### config.mk
export PLATFORM = sky130hd
export DESIGN_NAME = vlen_ctrl
export DESIGN_NICKNAME = d
export VERILOG_FILES = /design/src/rtl/vlen_ctrl.sv
export SDC_FILE = /design/constraint.sdc
export NUM_CORES = 1
export LEC_CHECK = 0
export BUFFER_PORTS_ARGS = -buffer_cell sky130_fd_sc_hd__buf_2
export CORE_MARGIN = 3
export CORE_UTILIZATION = 35
export DETAILED_ROUTE_END_ITERATION = 12
export PLACE_DENSITY = 0.66
export SKIP_LAST_GASP = 1
export SLEW_MARGIN = 0
export SYNTH_ARGS = -nofsm -noshare
export SYNTH_HDL_FRONTEND = slang
export SYNTH_SLANG_ARGS = --single-unit
### constraint.sdc
create_clock -name clk -period 6.1 [get_ports clk]
set_input_delay 1.22 -clock clk [delete_from_list [all_inputs] [get_ports clk]]
set_output_delay 1.22 -clock clk [all_outputs]
set_load 0.05 [all_outputs]
### src/rtl/vlen_ctrl.sv
module vlen_ctrl #(
  parameter int LEN_W  = 4,
  parameter int DATA_W = 32
) (
  input  logic              clk,
  input  logic              rst_n,
  input  logic [1:0]        sel,
  input  logic              wr_en,
  input  logic [DATA_W-1:0] wr_data,
  output logic [DATA_W-1:0] rd_data,
  input  logic              lvl2_present,
  input  logic              lvl3_present,
  input  logic [1:0]        cur_lvl,
  input  logic              vec_trap,
  input  logic              fp_trap,
  output logic [LEN_W-1:0]  eff_len
);

  logic [LEN_W-1:0] len1_q, len2_q, len3_q;
  logic [LEN_W-1:0] len2_v, len3_v;
  logic [LEN_W-1:0] base, capped, eff_d;
  wire              unused_hi = ^wr_data[DATA_W-1:LEN_W];

  assign len2_v = lvl2_present ? len2_q : '0;
  assign len3_v = lvl3_present ? len3_q : '0;

  always_ff @(posedge clk) begin
    if (!rst_n) begin
      len1_q <= '0;
      len2_q <= '0;
      len3_q <= '0;
    end else if (wr_en) begin
      case (sel)
        2'd1: len1_q <= wr_data[LEN_W-1:0];
        2'd2: if (lvl2_present) len2_q <= wr_data[LEN_W-1:0];
        2'd3: if (lvl3_present) len3_q <= wr_data[LEN_W-1:0];
        default: ;
      endcase
    end
  end

  always_comb begin
    rd_data = '0;
    case (sel)
      2'd1: rd_data[LEN_W-1:0] = len1_q;
      2'd2: rd_data[LEN_W-1:0] = len2_v;
      2'd3: rd_data[LEN_W-1:0] = len3_v;
      default: ;
    endcase
  end

  always_comb begin
    case (cur_lvl)
      2'd2:    base = len2_v;
      2'd3:    base = len3_v;
      default: base = len1_q;
    endcase
    capped = base;
    if (cur_lvl < 2'd2 && lvl2_present && len2_q < capped) capped = len2_q;
    if (cur_lvl < 2'd3 && lvl3_present && len3_q < capped) capped = len3_q;
  end

  assign eff_d = (vec_trap && !fp_trap) ? '0 : capped;

  always_ff @(posedge clk) begin
    if (!rst_n) eff_len <= '0;
    else        eff_len <= eff_d;
  end

endmodule

==> out/metrics.cfg, run 1 <==
[timing]
period_share_pct=67.5
rsz0062_at_grt=false
tightest_slew_ps=621
clock_skew_ps=4.64
slew_headroom_pct=58.5
finalHoldViolations=0
tns_ps=0
period_minus_slack_ps=4120
fmax_mhz=243
setup_violations=0
finalMaxSlewViolations=0

[setup_path]
crit_path_end_kind=flop
critical_path_class=in2reg
r2r_start=len3_q[2]
cpPeakStageDelay_ps=320
startpoint=lvl2_present
crit_path_max_fanout=6
startpoint_type=primary input
path_cells=buf_2 -> nor2b_1 -> a32oi_1 -> a21oi_1 -> inv_1 -> ha_1 -> nand2_1 -> a211oi_4 -> o22ai_2 -> mux2i_1 -> ha_1 -> a22oi_1 -> a31oi_1 -> o211a_1 -> a21o_1 -> a211oi_1
critPathTopFamily=compound AO/OA/AOI/OAI gates
path_common_cell=ha_1
cp.arrival_ps=4280
worstPathRequired_ps=6260
slowest_stage=a211oi_4
cp_num_buf_inv=2

[yosys]
syn-cell-area_sq_um=1370
yosysWarnings=0
synth_ff_type=dfxtp_1
avgSynthCellArea_sq_um=7.97
synth_seq_area_share_pct=23.4
synth.distinct_cells=38
ys_ff_latch=16
synthCells=172
synth-edff-count=0
async_flop_share_pct=0

[global_routing]
antenna_found_initial=0
grt-ovfl-total=0
first_global_vias=953
grt_max_degree=18
grt_pass1_wl_um=4630
grtUsageTotal_pct=13.2

[placed_design]
dp_hpwl_um=2250
dpl_cell_area_sq_um=1380
placed_cells=234
gp_congestion=0.890
io_buffers=22

[die]
die_h_um=68.6
row_count=22
io_pins=79
die_area_sq_um=4700
start_util_pct=36.9
core_sq_um=3720
die_x_um=68.6

[min_path]
min_from=len1_q[3]
hold_class=reg2reg

[cts]
clock_latency_ps=250
clk_pin_slew_ps=60
cts_buffers=3
cts_resized=0
cts_tree=yes
clock_sink_count=16
clockBufferDepth=2
root_buffer=clkbuf_8
h-tree-depth=1
cts_setup_buffers=0
holdBufCountCts=0

[finish]
fin_cells=238
syn2layout_area_growth_pct=4.93
diodes=0
multi_input_area_sq_um=881
final_area_sq_um=1440
utilization_pct=38.7
fillers=406
nets=239
drive_gt1_share_pct=18.9
register_area_sq_um=320

[power]
finalPower_mw=0.297
p_per_area_nw_per_um2=207
peakVddDrop_mv=0.107
power_leakage_nw=0.619

[detailed_routing]
drc=0
vias=1159
drtIter0Drc=85
wl_per_cell_um=12.5
via_per_inst=4.87
wirelength_um=2970
firstDrtPassIters=4
final_antenna_net_count=0

[job]
maxCapViolations=0

[outcome]
status=completed

## area by class of cell
cell class	instances	area share, %
Sequential cell	16	22.3
Multi-Input combinational cell	145	61.3
Inverter	3	0.783
Timing Repair Buffer	22	7.66
Clock buffer	4	3.83
Tap cell	48	4.18
## per-layer routing
metal	vias to the layer above	global-route usage, %	share of wire (%)
li1	596	-	-
met1	516	18.6	49
met2	44	19.4	43
met3	3	3.73	7.1
met4	0	3.72	0.71
met5	-	0	0
## synthesized netlist by cell type, types with 3 or more instances
cell,n,share of area [%]
buf_4,28,15
nand2_1,28,7.7
dfxtp_1,16,23
nand3_1,13,4.7
a21boi_0,12,6.6
a211oi_1,7,3.8
a22oi_1,6,3.3
ha_1,5,4.6
nor2_1,5,1.4
a21oi_1,4,1.5
clkbuf_1,4,1.1
nor2b_1,4,1.8
a21o_1,3,1.6
and3_1,3,1.4
buf_6,3,2.5
inv_1,3,0.82
## final timing paths
| path | end | depth (start not counted) | slack (ps) |
|---|---|---|---|
| worst max-delay path | eff_len[3] | 16 | 1980 |
| worst min-delay path | len1_q[3] | 2 | 490 |
| worst max register to register | eff_len[3] | 14 | 2810 |
| worst min register to register | len1_q[3] | 2 | 490 |
## through the flow
step / hold WS [ps] / setup slack [ps]
3_5_place_dp: 485 / 1760
4_1_cts: 495 / 2010
5_1_grt: 518 / 1700
3_3_place_gp: 482 / 1810
6_report: 494 / 1980
2_1_floorplan: 457 / 2210
## sequential cells by signal (all words and copies together) (netlist names)
register  count
eff_len       4
len1_q        4
len2_q        4
len3_q        4
## cells by family after synthesis
kind of cell	share of synthesized area [%]
other cells	0.274
buf+inv	19.7
flops	23.4
fa+ha+maj	4.57
compound gates	25.3
simple gates	25.3
mux	1.46
## placed cells by master, fill, tap and decap left out, types with 2 or more instances in the layout
| cell | count |
|---|---|
| nor2b_1 | 4 |
| nor2_1 | 5 |
| ha_1 | 5 |
| nand2b_2 | 2 |
| inv_1 | 3 |
| a21oi_1 | 4 |
| o211ai_1 | 2 |
| a21o_1 | 3 |
| and3_1 | 3 |
| o21ai_0 | 2 |
| a22oi_1 | 6 |
| dfxtp_1 | 16 |
| a32oi_1 | 2 |
| a21boi_0 | 12 |
| a211oi_1 | 7 |
| nand3_1 | 13 |
| buf_2 | 22 |
| nand2_1 | 28 |
| conb_1 | 28 |
| mux2i_1 | 2 |
| nor3b_2 | 2 |
| clkbuf_8 | 4 |
## worst register-to-register path, delay by kind of cell, from the launching register on
| family | cells | cell delay, ps |
|---|---|---|
| compound gates | 9 | 1810 |
| fa+ha+maj | 2 | 560 |
| buf+inv | 1 | 70 |
| flops | 1 | 430 |
| mux | 1 | 220 |
| simple gates | 1 | 100 |
## power breakdown
part	leakage (nW)	switching, mW	total (mW)	internal, mW
clock network	0.0288	0.0367	0.0940	0.0573
registers	0.130	0.00315	0.111	0.108
logic	0.461	0.0721	0.0919	0.0197
Power figures use the tool's default switching activity.
==> run 2: changes to the inputs <==
==> constraint.sdc (replaced) <==
create_clock -name clk -period 4 [get_ports clk]
set_input_delay 0.8 -clock clk [delete_from_list [all_inputs] [get_ports clk]]
set_output_delay 0.8 -clock clk [all_outputs]
set_load 0.05 [all_outputs]
==> run 2 against run 1 <==
Net effect: flip-flop and latch count is the same; utilization rose by 0.20 points; power rose by 52%; hold slack gained 11 ps; critical endpoint is now eff_len[1].
==> out/metrics.cfg, run 2 (synthesis gave the netlist of run 1 again) <==
[outcome]
status=completed

[finish]
drive_gt1_share_pct=19.4  ; +0.42 points
syn2layout_area_growth_pct=5.48
final_area_sq_um=1450  ; +0.52%
nets=240  ; +0.42%
mostFrequentLayoutCells=28 x nand2_1, 28 x conb_1, 22 x buf_2
utilization_pct=38.9  ; +0.20 points
diodes=0  ; unchanged

[global_routing]
grt_pass1_wl_um=4670  ; +0.91%
antenna_found_initial=0  ; unchanged
grtUsageTotal_pct=12.9  ; -0.27 points
grt_max_degree=18  ; unchanged
first_global_vias=997  ; +4.6%
grt-ovfl-total=0  ; unchanged

[die]
die_area_sq_um=4700  ; unchanged
io_pins=79  ; unchanged
row_count=22  ; unchanged
die_h_um=68.6  ; unchanged
core_sq_um=3720  ; unchanged
start_util_pct=36.9  ; unchanged
die_x_um=68.6  ; unchanged

[job]
maxCapViolations=0  ; unchanged

[cts]
cts_tree=yes
clock_latency_ps=250  ; about the same
clockBufferDepth=2  ; unchanged
cts_buffers=3  ; unchanged
clk_pin_slew_ps=70  ; about the same
holdBufCountCts=0  ; unchanged
cts_resized=0  ; unchanged
clock_sink_count=16  ; unchanged
h-tree-depth=1  ; unchanged
root_buffer=clkbuf_8
cts_setup_buffers=0  ; unchanged

[detailed_routing]
wl_per_cell_um=12.3  ; -1.9%
vias=1167  ; +0.69%
firstDrtPassIters=4  ; unchanged
via_per_inst=4.88  ; +0.27%
drtIter0Drc=107  ; +26%
final_antenna_net_count=0  ; unchanged
drc=0  ; unchanged
wirelength_um=2930  ; -1.4%

[timing]
finalMaxSlewViolations=0  ; unchanged
tns_ps=0  ; unchanged
setup_violations=0  ; unchanged
period_minus_slack_ps=3670
finalHoldViolations=0  ; unchanged
fmax_mhz=272
slew_headroom_pct=59.9  ; +1.4 points
rsz0062_at_grt=false
clock_skew_ps=3.97  ; -0.667 ps
tightest_slew_ps=600  ; -20.8 ps
period_share_pct=91.8

[placed_design]
dpl_cell_area_sq_um=1390  ; +0.54%
dp_hpwl_um=2310  ; +2.6%
gp_congestion=0.879  ; -1.2%
io_buffers=22  ; unchanged

[min_path]
hold_class=reg2reg

[setup_path]
cp.arrival_ps=3830  ; -450 ps
crit_path_max_fanout=9  ; +3
crit_path_end_kind=flop
startpoint_type=primary input
critical_path_class=in2reg
worstPathRequired_ps=4160  ; -2100 ps

[power]
peakVddDrop_mv=0.212  ; +99%
power_leakage_nw=0.624  ; +0.78%
p_per_area_nw_per_um2=313  ; +51%

-- run 2: cell count changes in the layout (fill, tap and decap cells not counted), sizes merged --
cell  change
buf       +1
-- run 2: metrics by stage --
stage / hold slack, ps / power (mW) / cells / setup slack (ps)
after global routing: 530 / 0.478 / 239 / 114
final: 506 / 0.452 / 239 / 329
after CTS: 511 / 0.455 / 239 / 350
after detailed placement: 500 / 0.312 / 235 / 92.1
after floorplan: 457 / 0.313 / 199 / 528
after global placement: 483 / 0.312 / 235 / 103
-- run 2: where the power goes --
part / total [mW] / switching (mW) / internal (mW) / leakage [nW]
logic: 0.140 / 0.109 / 0.0307 / 0.465
registers: 0.169 / 0.00462 / 0.165 / 0.130
clock network: 0.143 / 0.0556 / 0.0872 / 0.0288
-- run 2: per-layer routing --
metal	vias to the layer above	part of all wire [%]	track usage [%]
met4	0	0	1.49
li1	593	-	-
met1	535	48	19.2
met2	39	45	19.8
met3	0	7.2	2.59
met5	-	0	0
-- run 2: cell type report --
| cell class | count | area (sq um) |
|---|---|---|
| fillers | 419 | 2270 |
| multi-input cells | 145 | 881 |
| flip-flops and latches | 16 | 320 |
| repair buffers | 23 | 118 |
| well taps | 48 | 60.1 |
| clock buffers | 4 | 55.1 |
| inverters | 3 | 11.3 |
-- run 2: critical path: stages --
cell and delay (ps):
buf_2 160, nor2b_1 180, a32oi_1 70, a21oi_1 200
inv_1 60, ha_1 210, nor3b_2 260, nand2_4 100
o22ai_2 220, mux2i_1 280, ha_1 300, a22oi_1 230
a31oi_1 120, o211a_1 190, a21o_1 210, a211oi_1 240
-- run 2: worst paths after layout --
| path | start | end | slack [ps] | cells past startpoint |
|---|---|---|---|---|
| hold reg to reg | len1_q[3] | len1_q[3] | 510 | 2 |
| setup reg to reg | len3_q[3] | eff_len[1] | 760 | 14 |
| hold / removal | len1_q[3] | len1_q[3] | 510 | 2 |
| setup / recovery | cur_lvl[0] | eff_len[1] | 330 | 16 |
==> run 3: changes to the inputs <==
--- a/config.mk
+++ b/config.mk
@@ -7,9 +7,9 @@
 export LEC_CHECK = 0
 export BUFFER_PORTS_ARGS = -buffer_cell sky130_fd_sc_hd__buf_2
 export CORE_MARGIN = 3
-export CORE_UTILIZATION = 35
+export CORE_UTILIZATION = 44
 export DETAILED_ROUTE_END_ITERATION = 12
-export PLACE_DENSITY = 0.66
+export PLACE_DENSITY = 0.8
 export SKIP_LAST_GASP = 1
 export SLEW_MARGIN = 0
 export SYNTH_ARGS = -nofsm -noshare
==> run 3 against run 2 <==
Net effect: first-iteration DRC count shrank 67%; fmax grew 2.7%; register-to-register slack gained 30 ps; utilization grew 10 points; die area shrank 19%; sequential share of layout area grew 0.75 points; routed wire length grew 0.65%; largest cell class unchanged; count of clock-buffer cells in the layout is the same; non-clock buffer count shrank 1.
==> out/metrics.cfg, run 3 (synthesis gave the netlist of run 1 again) <==
[timing]
finalMaxSlewViolations=0  ; unchanged
clock_skew_ps=6.03  ; +2.05 ps
slew_headroom_pct=55.4  ; -4.5 points
finalHoldViolations=0  ; unchanged
setup_violations=0  ; unchanged
period_minus_slack_ps=3580  ; -94.9 ps
rsz0062_at_grt=false
fmax_mhz=280  ; +2.7%
tns_ps=0  ; unchanged
tightest_slew_ps=668  ; +67.5 ps
period_share_pct=89.4  ; -2.4 points

[detailed_routing]
wirelength_um=2950  ; +0.65%
wl_per_cell_um=13.3  ; +8.8%
drc=0  ; unchanged
final_antenna_net_count=0  ; unchanged
firstDrtPassIters=4  ; unchanged
drtIter0Drc=35  ; -67%
via_per_inst=5.36  ; +9.8%
vias=1185  ; +1.5%

[die]
die_x_um=61.8  ; -9.9%
core_sq_um=2850  ; -23%
row_count=19  ; -14%
start_util_pct=48.0  ; +11 points
die_area_sq_um=3820  ; -19%
io_pins=79  ; unchanged
die_h_um=61.8  ; -9.9%

[cts]
h-tree-depth=1  ; unchanged
cts_tree=yes
cts_resized=0  ; unchanged
clock_sink_count=16  ; unchanged
cts_setup_buffers=0  ; unchanged
holdBufCountCts=0  ; unchanged
clockBufferDepth=2  ; unchanged
cts_buffers=3  ; unchanged
root_buffer=clkbuf_4
clk_pin_slew_ps=100  ; +30 ps
clock_latency_ps=290  ; +40 ps

[setup_path]
worstPathRequired_ps=4220  ; +60 ps
crit_path_max_fanout=6  ; -3
cp.arrival_ps=3790  ; -40 ps
startpoint=lvl2_present
rr_endpoint=eff_len[1]
endpoint=eff_len[1]
r2r_start=len3_q[3]
critical_path_class=in2reg
reg2regPathDepth=14  ; unchanged
reg2reg_setup_slack_ps=790  ; +30 ps
crit_path_end_kind=flop
startpoint_type=primary input

[finish]
nets=239  ; -0.42%
utilization_pct=49.0  ; +10 points
syn2layout_area_growth_pct=2.01
fillers=290  ; -31%
drive_gt1_share_pct=18.9  ; -0.42 points
mostFrequentLayoutCells=28 x nand2_1, 28 x conb_1, 22 x buf_2
diodes=0  ; unchanged

[placed_design]
dp_hpwl_um=2290  ; -1.0%
io_buffers=22  ; unchanged
gp_congestion=0.796  ; -9.5%

[global_routing]
antenna_found_initial=0  ; unchanged
grt.busiest_layer=met2
grt-ovfl-total=0  ; unchanged
grt_max_degree=18  ; unchanged
grtUsageMet3_pct=3.93  ; +1.3 points
first_global_vias=1075  ; +7.8%
use_met2_pct=27.5  ; +7.7 points
grt_pass1_wl_um=4700  ; +0.58%
grtUsageMet1_pct=20.2  ; +1.0 points
grtUsageTotal_pct=16.5  ; +3.6 points

[min_path]
hold_class=reg2reg

[job]
maxCapViolations=0  ; unchanged

[outcome]
status=completed

[power]
peakVddDrop_mv=0.235  ; +11%
power_leakage_nw=0.611  ; -2.0%
p_per_area_nw_per_um2=300  ; -4.3%

-- run 3: changes by cell type in the layout (fill, tap and decap cells not counted) --
cell      previous run  this run
buf_4                1         0
clkbuf_8             4         1
clkbuf_4             0         3
-- run 3: per-layer routing --
metal	share of wire [%]	vias to the layer above
met5	0	-
met4	1.8	0
met3	7.0	8
met2	49	51
met1	43	534
li1	-	592
-- run 3: critical path, stage by stage --
cell and delay (ps):
buf_2 140, nor2b_1 210, a32oi_1 70, a21oi_1 210
inv_1 70, ha_1 290, nand2_1 100, a211oi_4 320
o22ai_2 140, mux2i_1 220, ha_1 300, a22oi_1 210
a31oi_1 120, o211a_1 180, a21o_1 200, a211oi_1 220
-- run 3: how the worst min path moves through the flow --
stage	startpoint	endpoint	depth (start not counted)
after floorplan	len1_q[2]	len1_q[2]	2
final	len1_q[3]	len1_q[3]	2
after CTS	len1_q[3]	len1_q[3]	2
after global placement	len1_q[3]	len1_q[3]	2
after detailed placement	len1_q[3]	len1_q[3]	2
after global routing	len1_q[3]	len1_q[3]	2
-- run 3: where the power goes --
group,switching (mW),internal [mW]
Sequential,0.00463,0.165
Combinational,0.109,0.0301
Clock,0.0548,0.0555
-- run 3: per-stage QoR --
step                      std cells  hold slack, ps  total power, mW  setup WS (ps)  area (sq um)
after floorplan                 199             457            0.313            528          1470
after global placement          217             481            0.310            162          1360
after detailed placement        217             488            0.311            107          1360
after CTS                       221             503            0.420            411          1400
after global routing            221             521            0.441            170          1400
final                           221             499            0.419            424          1400
-- run 3: layout make-up --
| cell class | instances | area [sq um] | share of cell area [%] |
|---|---|---|---|
| inverter | 3 | 11.3 | 0.806 |
| timing repair buffer | 22 | 110 | 7.88 |
| tap | 31 | 38.8 | 2.78 |
| clock buffer | 4 | 36.3 | 2.60 |
| sequential | 16 | 320 | 22.9 |
| multi-input combinational | 145 | 881 | 63.0 |
